### config.mk
export PLATFORM = sky130hd
export DESIGN_NAME = sdram_bringup_seq
export DESIGN_NICKNAME = d
export VERILOG_FILES = /design/src/rtl/sdr_seq_pkg.sv /design/src/rtl/sdr_wait_timer.sv /design/src/rtl/sdr_refi_tracker.sv /design/src/rtl/sdr_cmd_drive.sv /design/src/rtl/sdram_bringup_seq.sv
export SDC_FILE = /design/constraint.sdc
export NUM_CORES = 1
export LEC_CHECK = 0
export CORE_ASPECT_RATIO = 0.9
export CORE_UTILIZATION = 55
export DETAILED_ROUTE_END_ITERATION = 7
export MAX_ROUTING_LAYER = met4
export PLACE_DENSITY = 0.8
export SLEW_MARGIN = 20
export SYNTH_ARGS = -nofsm -noshare
export SYNTH_HDL_FRONTEND = slang
export SYNTH_SLANG_ARGS = --single-unit
### constraint.sdc
create_clock -name clk -period 2.7 [get_ports clk]
set_input_delay 0.54 -clock clk [delete_from_list [all_inputs] [get_ports clk]]
set_output_delay 0.54 -clock clk [all_outputs]
set_load 0.01 [all_outputs]
### src/rtl/sdr_seq_pkg.sv
package sdr_seq_pkg;

    typedef enum logic [3:0] {
        ST_PWRUP,
        ST_CKE_ON,
        ST_INIT_PRE,
        ST_INIT_TRP,
        ST_INIT_REF,
        ST_INIT_TRC,
        ST_MODE_SET,
        ST_MODE_TMRD,
        ST_READY,
        ST_RF_PRE,
        ST_RF_TRP,
        ST_RF_REF,
        ST_RF_TRC
    } seq_state_t;

    typedef enum logic [2:0] {
        CMD_SLEEP,
        CMD_NOP,
        CMD_PRE_ALL,
        CMD_REFRESH,
        CMD_MODE
    } seq_cmd_t;

    // Converts a time in ns to clock cycles, rounding up, with a lower bound.
    function automatic int unsigned ns_to_cyc(longint unsigned ns,
                                              longint unsigned khz,
                                              int unsigned     min_cyc);
        longint unsigned c;
        c = (ns * khz + 64'd999_999) / 64'd1_000_000;
        if (c < longint'(min_cyc)) c = longint'(min_cyc);
        return int'(c);
    endfunction

endpackage

### src/rtl/sdr_wait_timer.sv
module sdr_wait_timer #(
    parameter int W       = 14,
    parameter int RST_VAL = 1
) (
    input  logic         clk,
    input  logic         rst_n,
    input  logic         load,
    input  logic [W-1:0] load_val,
    output logic         done
);
    logic [W-1:0] cnt;

    always_ff @(posedge clk or negedge rst_n) begin
        if (!rst_n)          cnt <= W'(RST_VAL);
        else if (load)       cnt <= load_val;
        else if (cnt != '0)  cnt <= cnt - 1'b1;
    end

    assign done = (cnt == '0);
endmodule

### src/rtl/sdr_refi_tracker.sv
module sdr_refi_tracker #(
    parameter int REFI_CYC = 780,
    parameter int PEND_W   = 3
) (
    input  logic clk,
    input  logic rst_n,
    input  logic run,
    input  logic served,
    output logic pend_any
);
    localparam int TW = (REFI_CYC > 2) ? $clog2(REFI_CYC) : 1;
    localparam logic [PEND_W-1:0] PMAX = {PEND_W{1'b1}};

    logic [TW-1:0]     tcnt;
    logic [PEND_W-1:0] pend;
    logic              tick;

    assign tick = run && (tcnt == TW'(REFI_CYC - 1));

    always_ff @(posedge clk or negedge rst_n) begin
        if (!rst_n)    tcnt <= '0;
        else if (!run) tcnt <= '0;
        else if (tick) tcnt <= '0;
        else           tcnt <= tcnt + 1'b1;
    end

    always_ff @(posedge clk or negedge rst_n) begin
        if (!rst_n)
            pend <= '0;
        else if (tick && !served && pend != PMAX)
            pend <= pend + 1'b1;
        else if (served && !tick && pend != '0)
            pend <= pend - 1'b1;
    end

    assign pend_any = (pend != '0);
endmodule

### src/rtl/sdr_cmd_drive.sv
module sdr_cmd_drive
    import sdr_seq_pkg::*;
#(
    parameter int ADDR_W = 12
) (
    input  seq_cmd_t          cmd,
    input  logic [ADDR_W-1:0] mode_word,
    output logic              cke,
    output logic              cs_n,
    output logic              ras_n,
    output logic              cas_n,
    output logic              we_n,
    output logic [ADDR_W-1:0] addr
);
    localparam logic [ADDR_W-1:0] ALL_BANKS = ADDR_W'(1) << 10;

    always_comb begin
        cke  = 1'b1;
        addr = '0;
        unique case (cmd)
            CMD_SLEEP:   begin cke = 1'b0; {cs_n, ras_n, cas_n, we_n} = 4'b1111; end
            CMD_NOP:     {cs_n, ras_n, cas_n, we_n} = 4'b0111;
            CMD_PRE_ALL: begin {cs_n, ras_n, cas_n, we_n} = 4'b0010; addr = ALL_BANKS; end
            CMD_REFRESH: {cs_n, ras_n, cas_n, we_n} = 4'b0001;
            CMD_MODE:    begin {cs_n, ras_n, cas_n, we_n} = 4'b0000; addr = mode_word; end
            default:     {cs_n, ras_n, cas_n, we_n} = 4'b0111;
        endcase
    end
endmodule

### src/rtl/sdram_bringup_seq.sv
module sdram_bringup_seq
    import sdr_seq_pkg::*;
#(
    parameter int CLK_KHZ   = 50_000,
    parameter int PWRUP_NS  = 200_000,
    parameter int TRP_NS    = 20,
    parameter int TRC_NS    = 70,
    parameter int REFI_NS   = 15_600,
    parameter int MRD_CYC   = 2,
    parameter int INIT_REFS = 8,
    parameter int PEND_W    = 3,
    parameter int ADDR_W    = 12
) (
    input  logic              clk,
    input  logic              rst_n,
    input  logic [2:0]        cfg_burst_len,
    input  logic              cfg_interleave,
    input  logic [2:0]        cfg_cas_lat,
    input  logic              ref_grant,
    output logic              sd_cke,
    output logic              sd_cs_n,
    output logic              sd_ras_n,
    output logic              sd_cas_n,
    output logic              sd_we_n,
    output logic [ADDR_W-1:0] sd_addr,
    output logic              ready,
    output logic              ref_req
);
    localparam int PWR_CYC  = ns_to_cyc(PWRUP_NS, CLK_KHZ, 1);
    localparam int RP_CYC   = ns_to_cyc(TRP_NS, CLK_KHZ, 2);
    localparam int RC_CYC   = ns_to_cyc(TRC_NS, CLK_KHZ, 2);
    localparam int REFI_CYC = ns_to_cyc(REFI_NS, CLK_KHZ, 2);
    localparam int MRD_EFF  = (MRD_CYC < 2) ? 2 : MRD_CYC;
    localparam int MAX_A    = (PWR_CYC > RC_CYC) ? PWR_CYC : RC_CYC;
    localparam int MAX_B    = (RP_CYC > MRD_EFF) ? RP_CYC : MRD_EFF;
    localparam int MAX_W    = (MAX_A > MAX_B) ? MAX_A : MAX_B;
    localparam int WAIT_W   = $clog2(MAX_W + 1);
    localparam int IREF_W   = (INIT_REFS > 1) ? $clog2(INIT_REFS) : 1;

    seq_state_t        state, nxt;
    seq_cmd_t          cmd;
    logic              w_done, w_load;
    logic [WAIT_W-1:0] w_val;
    logic [IREF_W-1:0] iref_cnt;
    logic              last_iref;
    logic              pend_any, served, run;
    logic [ADDR_W-1:0] mode_word;

    assign mode_word = {{(ADDR_W-7){1'b0}}, cfg_cas_lat, cfg_interleave, cfg_burst_len};
    assign last_iref = (iref_cnt == IREF_W'(INIT_REFS - 1));

    sdr_wait_timer #(.W(WAIT_W), .RST_VAL(PWR_CYC - 1)) u_wait (
        .clk(clk), .rst_n(rst_n), .load(w_load), .load_val(w_val), .done(w_done)
    );

    sdr_refi_tracker #(.REFI_CYC(REFI_CYC), .PEND_W(PEND_W)) u_refi (
        .clk(clk), .rst_n(rst_n), .run(run), .served(served), .pend_any(pend_any)
    );

    sdr_cmd_drive #(.ADDR_W(ADDR_W)) u_drive (
        .cmd(cmd), .mode_word(mode_word), .cke(sd_cke), .cs_n(sd_cs_n),
        .ras_n(sd_ras_n), .cas_n(sd_cas_n), .we_n(sd_we_n), .addr(sd_addr)
    );

    // State register
    always_ff @(posedge clk or negedge rst_n) begin
        if (!rst_n) state <= ST_PWRUP;
        else        state <= nxt;
    end

    // Counts the refreshes of the power-up series
    always_ff @(posedge clk or negedge rst_n) begin
        if (!rst_n)
            iref_cnt <= '0;
        else if (state == ST_INIT_TRC && w_done && !last_iref)
            iref_cnt <= iref_cnt + 1'b1;
    end

    // Transitions
    always_comb begin
        nxt = state;
        unique case (state)
            ST_PWRUP:     if (w_done) nxt = ST_CKE_ON;
            ST_CKE_ON:    nxt = ST_INIT_PRE;
            ST_INIT_PRE:  nxt = ST_INIT_TRP;
            ST_INIT_TRP:  if (w_done) nxt = ST_INIT_REF;
            ST_INIT_REF:  nxt = ST_INIT_TRC;
            ST_INIT_TRC:  if (w_done) nxt = last_iref ? ST_MODE_SET : ST_INIT_REF;
            ST_MODE_SET:  nxt = ST_MODE_TMRD;
            ST_MODE_TMRD: if (w_done) nxt = ST_READY;
            ST_READY:     if (pend_any && ref_grant) nxt = ST_RF_PRE;
            ST_RF_PRE:    nxt = ST_RF_TRP;
            ST_RF_TRP:    if (w_done) nxt = ST_RF_REF;
            ST_RF_REF:    nxt = ST_RF_TRC;
            ST_RF_TRC:    if (w_done) nxt = ST_READY;
            default:      nxt = ST_PWRUP;
        endcase
    end

    // Outputs per state
    always_comb begin
        cmd     = CMD_NOP;
        w_load  = 1'b0;
        w_val   = '0;
        served  = 1'b0;
        ready   = 1'b0;
        ref_req = 1'b0;
        run     = 1'b1;
        unique case (state)
            ST_PWRUP:     begin cmd = CMD_SLEEP; run = 1'b0; end
            ST_CKE_ON,
            ST_INIT_TRP,
            ST_INIT_TRC,
            ST_MODE_TMRD: run = 1'b0;
            ST_INIT_PRE:  begin cmd = CMD_PRE_ALL; run = 1'b0;
                                w_load = 1'b1; w_val = WAIT_W'(RP_CYC - 2); end
            ST_INIT_REF:  begin cmd = CMD_REFRESH; run = 1'b0;
                                w_load = 1'b1; w_val = WAIT_W'(RC_CYC - 2); end
            ST_MODE_SET:  begin cmd = CMD_MODE; run = 1'b0;
                                w_load = 1'b1; w_val = WAIT_W'(MRD_EFF - 2); end
            ST_READY:     begin ready = 1'b1; ref_req = pend_any; end
            ST_RF_PRE:    begin cmd = CMD_PRE_ALL;
                                w_load = 1'b1; w_val = WAIT_W'(RP_CYC - 2); end
            ST_RF_REF:    begin cmd = CMD_REFRESH; served = 1'b1;
                                w_load = 1'b1; w_val = WAIT_W'(RC_CYC - 2); end
            ST_RF_TRP,
            ST_RF_TRC:    ;
            default:      begin cmd = CMD_SLEEP; run = 1'b0; end
        endcase
    end
endmodule

; Word level (Yosys, flattened, before mapping)
; Cells that the tools add are included.
[totals]
out_inout_bits = 19
ff_bits = 34
input_bits = 10
word_cells = 89
[classes]
n_mux = 27
eq_ne = 24
n_reduce_logical = 28
n_addsub = 5
[op_table]
columns = operator, n
row1 = $pmux 4 s12, 1
row2 = $mux 14, 2
row3 = $mux 4, 6
row4 = $pmux 11 s2, 1
row5 = $eq 4x4->1 const B, 5
row6 = $mux 10, 2
row7 = $eq 4x3->1 const B, 4
row8 = $logic_not 14->1, 1
row9 = $reduce_bool 14->1, 1
row10 = $sub 14x1->14 const B, 1
row11 = $pmux 3 s4, 1
row12 = $add 10x1->10 const B, 1
row13 = $eq 10x10->1 const B, 1
row14 = $mux 1, 10
row15 = $ne 2x2->1 const B, 5
row16 = $reduce_or 2->1, 5
row17 = $reduce_or 5->1, 2
row18 = $eq 4x2->1 const B, 2
row19 = $logic_and 1x1->1, 8
row20 = $reduce_or 7->1, 1
row21 = $add 3x1->3 const B, 2
row22 = $eq 3x2->1 const B, 2
row23 = $eq 3x3->1 const B, 2
row24 = $mux 3, 2
row25 = 12 further kinds, 16

; Logic depth before layout (Yosys ltp)
[depth]
ltp_word = 9
mapped_depth = 10
mapped_depth_nobuf = 10

; Hierarchy
; From an unflattened synthesis, not the netlist that was laid out.
[hier_totals]
cells_unflattened = 247
hier_area_um2 = 2413.6
[by_module_without_submodules]
columns = mod, instances, area_per_inst_um2, seq_area_each_um2, cells_each
row1 = sdr_wait_timer, 1, 835.8, 360.3, 77
row2 = sdr_refi_tracker, 1, 800.8, 325.3, 86
row3 = sdram_bringup_seq, 1, 619.3, 175.2, 61
row4 = sdr_cmd_drive, 1, 157.7, 0.0, 23

; Worst setup path after synthesis
; No wires, ideal clock.
[synth_path]
path_type = register -> register
startpoint = reg state[0]
endpoint = reg u_refi.pend[1]
n_path_buf = 1
path_stages_with_launch = 11
required_time_ps = 2606
setup_ps = 94
period_less_slack_ps = 2265
arrival_ps = 2171
setup_slack_ps = 435
cell_sequence = dfrtp_1 > buf_6 > o21ai_0 > nand4_4 > nor2b_2 > nand2_1 > fa_1 > nor2_1 > a21oi_1 > o22ai_1 > a211oi_1
[synth_via]
elab_chain_len = 8
elab_cells_between_ends = 17
classes_between = 5 x eq/ne / 3 x mux / 9 x reduce/logical
[synth_rtl]
columns = element, line_no
row1 = "start, declared", sdram_bringup_seq.sv:40  ; seq_state_t state, nxt;
row2 = "start signal, assigned", sdram_bringup_seq.sv:68  ; else state <= nxt;
row3 = $eq 4x4->1, sdram_bringup_seq.sv:109  ; unique case (state)
row4 = $reduce_or 5->1 (no source line), n/a
row5 = $mux 1, sdram_bringup_seq.sv:109
row6 = $logic_and 1x1->1, sdr_refi_tracker.sv:18  ; assign tick = run && (tcnt == TW'(REFI_CYC - 1));
row7 = $logic_not 1->1, sdr_refi_tracker.sv:32  ; else if (served && !tick && pend != '0)
row8 = $logic_and 1x1->1 (2 in series), sdr_refi_tracker.sv:32
row9 = $reduce_bool 2->1 (no source line), n/a
row10 = "end signal, assigned", sdr_refi_tracker.sv:31  ; pend <= pend + 1'b1;
row11 = "end signal, assigned", sdr_refi_tracker.sv:33  ; pend <= pend - 1'b1;
row12 = "end, declared", sdr_refi_tracker.sv:15  ; logic [PEND_W-1:0] pend;
; Parallel ways exist; a longest one is shown, timed or not.
; A chain may end at the register's enable or synchronous reset.

; Worst setup path after layout
[layout_path]
startpoint = reg state[0]
endpoint = out sd_addr[10]
[layout_via]
elab_chain_len = 5
elab_cells_between_ends = 19
classes_between = 14 x eq/ne / 2 x mux / 3 x reduce/logical
[layout_rtl]
columns = element, line_no
row1 = $eq 4x3->1 (tied with other cells), sdram_bringup_seq.sv:109
row2 = $reduce_or 7->1 (no source line) / $reduce_or 2->1 (equally long branches), n/a
row3 = $pmux 3 s4 (*), sdram_bringup_seq.sv:109
row4 = $eq 3x3->1 / $eq 3x2->1 (equally long branches), sdr_cmd_drive.sv:20  ; unique case (cmd)
row5 = $pmux 11 s2 (*), sdr_cmd_drive.sv:20
row6 = "end, declared", sdram_bringup_seq.sv:25  ; output logic [ADDR_W-1:0] sd_addr,
; Mark *: on every way between the ends. The rest lies on a longest branch, timed or not.

==> flow_metrics.tcl <==
set metrics [dict create \
    syn_avg_cell_area_sq_um 9.41 \
    grt_pass1_wl_mm 6.70 \
    ff2ff_setup_slack_ps 270 \
    max_freq_ghz 0.389 \
    grt_overflow 0 \
    finalWirelength_mm 4.23 \
    timing.setup.tns_ps 0 \
    rows 21 \
    clk_path_buf_depth 2 \
    maxCapViolCount 0 \
    cp-startpoint "state[0]" \
    mostFrequentLayoutCell "nor2_1" \
    start_util_pct 58.3 \
    worst-path-max-fanout 13 \
    placed_cells 300 \
    busiest_layer "met2" \
    critPathArrivalTime_ps 2030 \
    grt_use_met2_pct 34.7 \
    hold_violations 0 \
    dpl_cell_area_sq_mm 0.00247 \
    vias_per_cell 5.57 \
    areaGrowthSynthToFinish_pct 18.9 \
    leakagePower_nw 1.17 \
    whs_ps 478 \
    outcome "finished, final reports clean" \
    fp.dieW_um 68.5 \
    synth-main-ff-cell "dfrtp_1" \
    setup_violations 0 \
    period_share_pct 95.2 \
    cts_sinks 34 \
    syn_inst 233 \
    ys_warn_count 0 \
    crit_end "sd_addr[10]" \
    htreeDepth 2 \
    die-area_sq_mm 0.00424 \
    grt_max_degree 35 \
    worst-r2r-cell-count 9 \
    synth_edf_count 0 \
    antenna_left 0 \
    first_pass_iters 4 \
    worst_slack_ps 131 \
    grt_pass1_vias 1509 \
    nNetsFinal 279 \
    muxShareOfSynthArea_pct 2.17 \
    num_vias 1728 \
    slew_violations 0 \
    start_kind "register" \
    clkTransAtPathRegs_ps 70 \
    core_region_area_sq_mm 0.00376 \
    finalCriticalPeriod_ps 2570 \
    final_cells 310 \
    grt_setup_unrepaired "no" \
    power_density_mw_per_mm2 394 \
    clk_latency_ps 290 \
    synth_sequential_area_ratio_pct 39.3 \
    hold_class "reg -> reg" \
    r2r-start "state[0]" \
    synthAdderAreaFrac_pct 3.77 \
    crit_path_end_kind "output pin" \
    die_h_um 61.9 \
    grt_use_total_pct 22.5 \
    design_area_sq_mm 0.00261 \
    timing.rr.end "u_refi.pend[1]" \
    synth_top_family_by_area "simple AND/OR/NAND/NOR gates" \
    synth.distinct_cells 61 \
    grt_antenna_before_repair 0 \
    drtIter0Drc 76 \
    critical_path_required_ps 2160 \
    synth_xor_area_share_pct 8.79 \
    path_class "reg -> out" \
    ios 29 \
    portBuffers 24 \
    place_ws_ps 254 \
    cts_tree "yes" \
    wl_per_cell_um 13.6 \
    ctsRootBufferMaster "clkbuf_8" \
    met1_usage_pct 28.5 \
    layout_common_cells "nor2_1 (43), clkdlybuf4s50_1 (24), dfrtp_1 (22)" \
    gp_congestion 0.854 \
    grt_use_met3_pct 7.66 \
    max-vdd-ir-drop_uv 304 \
    drive_gt1_share_pct 18.2 \
    antennaDiodeCount 0 \
    fin_skew_ps 8.56 \
    synth-async-reset-ratio_pct 100 \
    netlist_area_sq_mm 0.00219 \
    post-dp-hpwl_mm 2.91 \
    post_synth_and_or_nand_nor_area_fraction_pct 29.2 \
    numCtsBuffers 5 \
    ys_ff_latch 34 \
    drc 0 \
    synth_compound_area_share_pct 11.2 \
]
registers in the layout, summed over array words and instances (netlist names):
signal,flops
u_wait.cnt,14
u_refi.tcnt,10
state,4
iref_cnt,3
u_refi.pend,3
layout make-up:
type	count	area (sq um)
clock buffer	7	86.3
clock inverter	1	30.0
fill	300	1150
inverter	6	22.5
multi-input combinational	182	1230
sequential	34	866
tap	46	57.6
timing repair buffer	34	315
cell usage after synthesis, types with 2 or more instances:
| cell | n | area share, % |
|---|---|---|
| nor2_1 | 44 | 7.5 |
| dfrtp_1 | 26 | 30 |
| xor2_1 | 15 | 6.0 |
| nand2_1 | 14 | 2.4 |
| a21oi_1 | 8 | 1.8 |
| and2_1 | 8 | 2.3 |
| dfstp_2 | 8 | 9.6 |
| xnor2_1 | 7 | 2.8 |
| inv_1 | 6 | 1.0 |
| nand3_1 | 6 | 1.4 |
| buf_4 | 5 | 1.7 |
| ha_1 | 5 | 2.9 |
| clkbuf_1 | 4 | 0.68 |
| nor3b_1 | 4 | 1.4 |
| o21ai_0 | 4 | 0.91 |
| o31ai_1 | 4 | 1.4 |
| and3_1 | 3 | 0.86 |
| buf_6 | 3 | 1.5 |
| nand2b_1 | 3 | 0.86 |
| nand3b_1 | 3 | 1.0 |
| nand4b_1 | 3 | 1.2 |
| and4_1 | 2 | 0.80 |
| mux2_2 | 2 | 1.0 |
| nand4_1 | 2 | 0.57 |
| nor2b_1 | 2 | 0.57 |
| nor3_1 | 2 | 0.46 |
| nor3_2 | 2 | 0.91 |
| nor4_1 | 2 | 0.57 |
| nor4_2 | 2 | 1.1 |
| or3b_2 | 2 | 0.80 |
| or4_1 | 2 | 0.68 |
report_power, final:
part	internal, mW	total, mW	switching [mW]
logic	0.0123	0.0260	0.0138
registers	0.510	0.510	0
clock network	0.301	0.492	0.191
total	0.823	1.03	0.205
metrics by stage:
stage | utilization, % | power [mW]
after global routing | 69.4 | 1.06
after detailed placement | 65.6 | 0.546
after floorplan | - | 0.526
final | 69.4 | 1.03
after CTS | 68.8 | 1.04
after global placement | 65.6 | 0.546
worst max-delay path, cell delays in order, from the launching register on:
cell	delay [ps]
dfrtp_2	500
or3b_2	480
a21oi_1	190
clkdlybuf4s50_1	570
worst min-delay path by stage:
stage	slack, ps	end	startpoint	cells past startpoint
2_1_floorplan	240	iref_cnt[0]	rst_n	0
3_3_place_gp	460	iref_cnt[0]	iref_cnt[0]	1
3_5_place_dp	470	iref_cnt[0]	iref_cnt[0]	1
4_1_cts	480	iref_cnt[0]	iref_cnt[0]	1
5_1_grt	490	iref_cnt[0]	iref_cnt[0]	1
6_report	480	iref_cnt[0]	iref_cnt[0]	1
repair_timing:
item                       4_1_cts  5_1_grt
hold buffers                     0        0
gates resized for setup          2        4
setup endpoints to repair        7       11
setup buffers                    0        2
metal layers:
metal / up-vias / wire (um)
met2: 24 / 2070
met4: 0 / 36
li1: 864 / -
met5: - / 0
met3: 4 / 132
met1: 836 / 1980
cells by family after synthesis:
family | after synthesis
XOR/XNOR | 22
buffers and inverters | 20
flip-flops | 34
multiplexers | 4
AO/OA/AOI/OAI | 33
other | 1
AND/OR/NAND/NOR | 113
adder cells (fa/ha/maj) | 6
No activity file was read; power rests on OpenSTA's default activity.
